**config.mk**
```make
export PLATFORM = sky130hd
export DESIGN_NAME = qpi_code_ctrl
export DESIGN_NICKNAME = d
export VERILOG_FILES = /design/src/rtl/qpi_code_ctrl.sv
export SDC_FILE = /design/constraint.sdc
export NUM_CORES = 1
export LEC_CHECK = 0
export ABC_AREA = 1
export BUFFER_PORTS_ARGS = -buffer_cell sky130_fd_sc_hd__buf_2
export CORE_ASPECT_RATIO = 0.5
export CORE_UTILIZATION = 55
export CTS_CLUSTER_DIAMETER = 80
export DETAILED_ROUTE_END_ITERATION = 10
export PLACE_DENSITY = 0.83
export SLEW_MARGIN = 30
export SYNTH_ARGS = -nofsm -noshare
export SYNTH_HDL_FRONTEND = slang
export SYNTH_SLANG_ARGS = --single-unit
```
**constraint.sdc**
```tcl
create_clock -name clk -period 6.2 [get_ports clk]
set_input_delay 1.55 -clock clk [delete_from_list [all_inputs] [get_ports clk]]
set_output_delay 1.55 -clock clk [all_outputs]
set_load 0.05 [all_outputs]
```
**src/rtl/qpi_code_ctrl.sv**
```systemverilog
module qpi_code_ctrl #(
  parameter int FINE_STEPS = 32,
  parameter int LIM_STEPS  = 16,
  localparam int FW = $clog2(FINE_STEPS),
  localparam int AW = FW + 2
) (
  input  logic                  clk,
  input  logic                  rst_n,
  input  logic                  step_up,
  input  logic                  step_dn,
  input  logic                  load,
  input  logic [AW-1:0]         load_pos,
  input  logic                  lim_mode,
  output logic [1:0]            coarse_sel,
  output logic [FINE_STEPS-1:0] fine_therm,
  output logic [FINE_STEPS-1:0] fine_therm_n,
  output logic [AW-1:0]         phase_pos
);
  localparam int CW = FW + 1;
  localparam logic [AW-1:0] LIM_TOP = AW'(LIM_STEPS);

  logic                  mode_q;
  logic [AW-1:0]         nxt;
  logic [AW-1:0]         load_eff;
  logic [CW-1:0]         cnt;
  logic [1:0]            q_nxt;
  logic [FW-1:0]         f_nxt;
  logic [FINE_STEPS-1:0] th_nxt;

  wire up_only = step_up & ~step_dn;
  wire dn_only = step_dn & ~step_up;

  assign load_eff = (lim_mode && load_pos > LIM_TOP) ? LIM_TOP : load_pos;
  assign q_nxt    = nxt[AW-1:FW];
  assign f_nxt    = nxt[FW-1:0];

  always_comb begin
    nxt = phase_pos;
    if (lim_mode != mode_q)
      nxt = '0;
    else if (load)
      nxt = load_eff;
    else if (up_only) begin
      if (!lim_mode || phase_pos != LIM_TOP) nxt = phase_pos + 1'b1;
    end else if (dn_only) begin
      if (!lim_mode || phase_pos != '0) nxt = phase_pos - 1'b1;
    end
  end

  always_comb begin
    if (lim_mode)
      cnt = nxt[CW-1:0];
    else if (q_nxt[0])
      cnt = CW'(FINE_STEPS) - {1'b0, f_nxt};
    else
      cnt = {1'b0, f_nxt};
  end

  for (genvar i = 0; i < FINE_STEPS; i++) begin : g_th
    assign th_nxt[i] = (32'(i) < 32'(cnt));
  end

  always_ff @(posedge clk or negedge rst_n) begin
    if (!rst_n) begin
      mode_q       <= 1'b0;
      phase_pos    <= '0;
      coarse_sel   <= '0;
      fine_therm   <= '0;
      fine_therm_n <= '1;
    end else begin
      mode_q       <= lim_mode;
      phase_pos    <= nxt;
      coarse_sel   <= lim_mode ? 2'd0 : q_nxt;
      fine_therm   <= th_nxt;
      fine_therm_n <= ~th_nxt;
    end
  end
endmodule

```
==> impl_results.md <==
* Critical-path maximum fanout at 9
* Min Tclk post-route at 3.65 ns
* Hold Vio Cnt, Final at 0
* Part of the total power dissipated in combinational logic at 0.367
* Leakage power at 2.14 nW
* Most used cells in the layout excluding fill and tap cells: 85 x buf_2, 64 x nand2_1, 42 x dfrtp_1
* Worst endpoint required time at 6.38 ns
* Tightest slew margin relative to the limit at 0.582
* Yosys reg bits at 74
* Setup repair after global routing missed its margin: no
* Peak supply drop at 333 µV
* Max-cap violation count at 0
* Share of flip-flops with an asynchronous set or reset after synthesis at 1.00
* Boundary Pins at 86
* Horizontal extent of the die at 111 µm
* Crit end category: flop
* Antenna cell count at 0
* Placer Congestion at 0.886
* Max-slew violation total from the final report at 0
* Post-cts gate resize count at 0
* Drt first pass iters at 4
* Worst r2r path cells at 18
* Post-synthesis to final-layout area growth at 24.9%
* Insertion delay of the later-clocked pin in the worst-skew pair at 0.33 ns
* CTS tree: done
* Net Sw Frac at 0.420
* Fraction of power consumed by sequential logic at 0.352
* Number of H-tree branching levels at 3
* Vias in the first global route at 2504
* Distinct cell type count of the synthesized netlist at 28
* Number of buffers created by CTS at 9
* Number of flops mapped to enable cells by yosys at 0
* Drt wl/cell at 14.8 µm
* Clk Tree Root Cell: clkbuf_16
* Commonest non-fill, non-tap cell in the layout: buf_2
* Result of the run: completed
* PD cells at 441 nW/µm²
* Worst min-delay path class: reg -> reg
* Fraction of power consumed by the clock network at 0.281
* Total number of vias at 2522
* Core area at 5590 µm²
* Number of cells in the finished layout apart from fillers at 498
* Post-CTS setup buffer count at 0
* Sort of element at the start of the critical path: input pin
* Remaining global-route overflow at 0
* Area of the mapped netlist at 3260 µm²
* Synthesized area divided by synthesized cell count at 10.0 µm²
* Slew of the pin with the lowest slew margin at 0.627 ns
* Dominant register cell in the synthesized netlist: dfrtp_1
* Crit path kind: in -> reg
* Sinks on Clock Net at 74
* Max Clock Skew at 0.00661 ns
* Final setup violation count at 0
* Die outline height at 56.4 µm
* Final worst path period share at 0.588
* DR DRC count at 0
* Arrival time worst endpoint at 3.83 ns
* Flop-to-flop setup slack at 3.28 ns
* Antenna violations before repair at 0
* First-pass GRT wire length at 12100 µm
* Pin count of the biggest net entering global routing at 75
* Initial Util at 0.583
* Peak Freq at 274 MHz
* Total die area at 6250 µm²
* Hold endpoint: coarse_sel[1]$_DFF_PN0_
* Post-synthesis sequential area ratio at 0.581
* DR iter-0 viols at 121
* Cell Count Post-Placement at 482
* Clock Tree Buf Depth at 2
* Internal power component at 0.00104 W
* Hold-fix buffers, CTS at 0
* Clock Pin Slew Worst Setup and Hold Paths at 0.06 ns
* Synth Net Count at 341
* End of the worst register-to-register path: fine_therm[9]$_DFF_PN0_
* Syn. warnings at 0
* Source of the worst hold timing path: mode_q$_DFF_PN0_
* Routed wire length at 7390 µm
* Number of rows in the core area at 19
* NetSw at 0.000753 W
* Instance count of the mapped netlist at 324
* Hold depth at 1
* Post-DRT Antenna Nets at 0
* Total half-perimeter wirelength after legalization and detailed placement at 5150 µm
* Global router's overall resource usage at 0.256
* Total negative slack at 0 ns
* Average via count per standard cell at 5.06
* IO Port Bufs at 85
* Launch instance of the worst register-to-register path: phase_pos[0]$_DFF_PN0_
* Share of post-route cells with drive strength above 1 at 0.466
* NumNets Final at 437
[metal layers]
metal | routed length (µm) | GRT usage
met4 | 120 | 0.0914
met5 | 0 | 0
met2 | 3680 | 0.429
met3 | 416 | 0.0788
met1 | 3170 | 0.318
[per-stage QoR]
step	hold slack [ns]	setup WS (ns)	utilization	instance area [µm²]	power, W
after detailed placement	0.503	2.32	0.675	3770	0.00129
after floorplan	0.455	2.79	-	3260	0.00115
after CTS	0.508	2.62	0.727	4060	0.00180
after global placement	0.474	2.44	0.675	3770	0.00128
final	0.501	2.55	0.728	4070	0.00179
after global routing	0.528	2.37	0.728	4070	0.00186
[power by group through the flow]
stage | Sequential [W] | Combinational [W] | Clock, W
after floorplan | 0.000970 | 0.000178 | 0
after global placement | 0.000637 | 0.000640 | 0
after detailed placement | 0.000638 | 0.000652 | 0
after CTS | 0.000631 | 0.000659 | 0.000512
after global routing | 0.000639 | 0.000691 | 0.000534
final | 0.000631 | 0.000658 | 0.000504
[cell type report]
type | instances | area, µm²
inverter | 60 | 230
clock buffer | 10 | 229
tap | 73 | 91.3
clock inverter | 6 | 65.1
timing repair buffer | 86 | 437
multi-input combinational | 189 | 1120
fill | 379 | 1520
sequential | 74 | 1890
[registers in the layout, summed over array words and instances (netlist names)]
| register | count |
|---|---|
| fine_therm | 32 |
| mode_q | 1 |
| coarse_sel | 2 |
| phase_pos | 7 |
| fine_therm_n | 32 |
[cells by family (layout without fill, tap and decap cells)]
logic type	count (synthesis)	in the layout	share of synthesized area
flops	74	74	0.581
buf+inv	61	162	0.0742
fa+ha+maj	4	4	0.0154
xor+xnor	3	3	0.00807
compound gates	29	29	0.0527
simple gates	153	153	0.269
[worst max path at each step]
stage,from,end,slack (ns),cells past startpoint
after floorplan,lim_mode,fine_therm_n[13]$_DFF_PN1_,2.79,17
after global placement,lim_mode,fine_therm_n[4]$_DFF_PN1_,2.44,16
after detailed placement,lim_mode,fine_therm[10]$_DFF_PN0_,2.32,17
after CTS,lim_mode,fine_therm[10]$_DFF_PN0_,2.62,17
after global routing,lim_mode,fine_therm[10]$_DFF_PN0_,2.37,17
final,lim_mode,fine_therm[9]$_DFF_PN0_,2.55,17
[Yosys cell counts, types with 2 or more instances]
library cell | n | share of area
a21oi_1 | 15 | 0.023
clkinv_1 | 3 | 0.0035
dfrtp_1 | 42 | 0.32
dfstp_2 | 32 | 0.26
ha_1 | 4 | 0.015
inv_1 | 38 | 0.044
inv_2 | 17 | 0.020
inv_4 | 2 | 0.0038
nand2_1 | 64 | 0.074
nand2_2 | 9 | 0.017
nand2_4 | 10 | 0.035
nand3_1 | 26 | 0.040
nand3_2 | 6 | 0.018
nand4_1 | 3 | 0.0058
nor2_1 | 16 | 0.018
nor2_2 | 4 | 0.0077
nor2_4 | 8 | 0.028
nor2_8 | 2 | 0.012
nor3_1 | 3 | 0.0046
o21ai_0 | 2 | 0.0031
o21ai_1 | 4 | 0.0061
o21ai_2 | 6 | 0.016
xor2_1 | 3 | 0.0081
[critical path, cell delays in order]
cell	delay (ns)
buf_2	0.25
nand2_4	0.08
nor2_4	0.16
nand2_4	0.09
nand2_1	0.12
nand2_1	0.09
nand3_1	0.09
nand3_1	0.09
nand2_2	0.14
ha_1	0.20
nand3_2	0.10
nand2_1	0.10
nand2_1	0.08
nand2_4	0.17
nand2_8	0.12
nor2_2	0.26
a21oi_1	0.14
No activity file was read; power rests on OpenSTA's default activity.
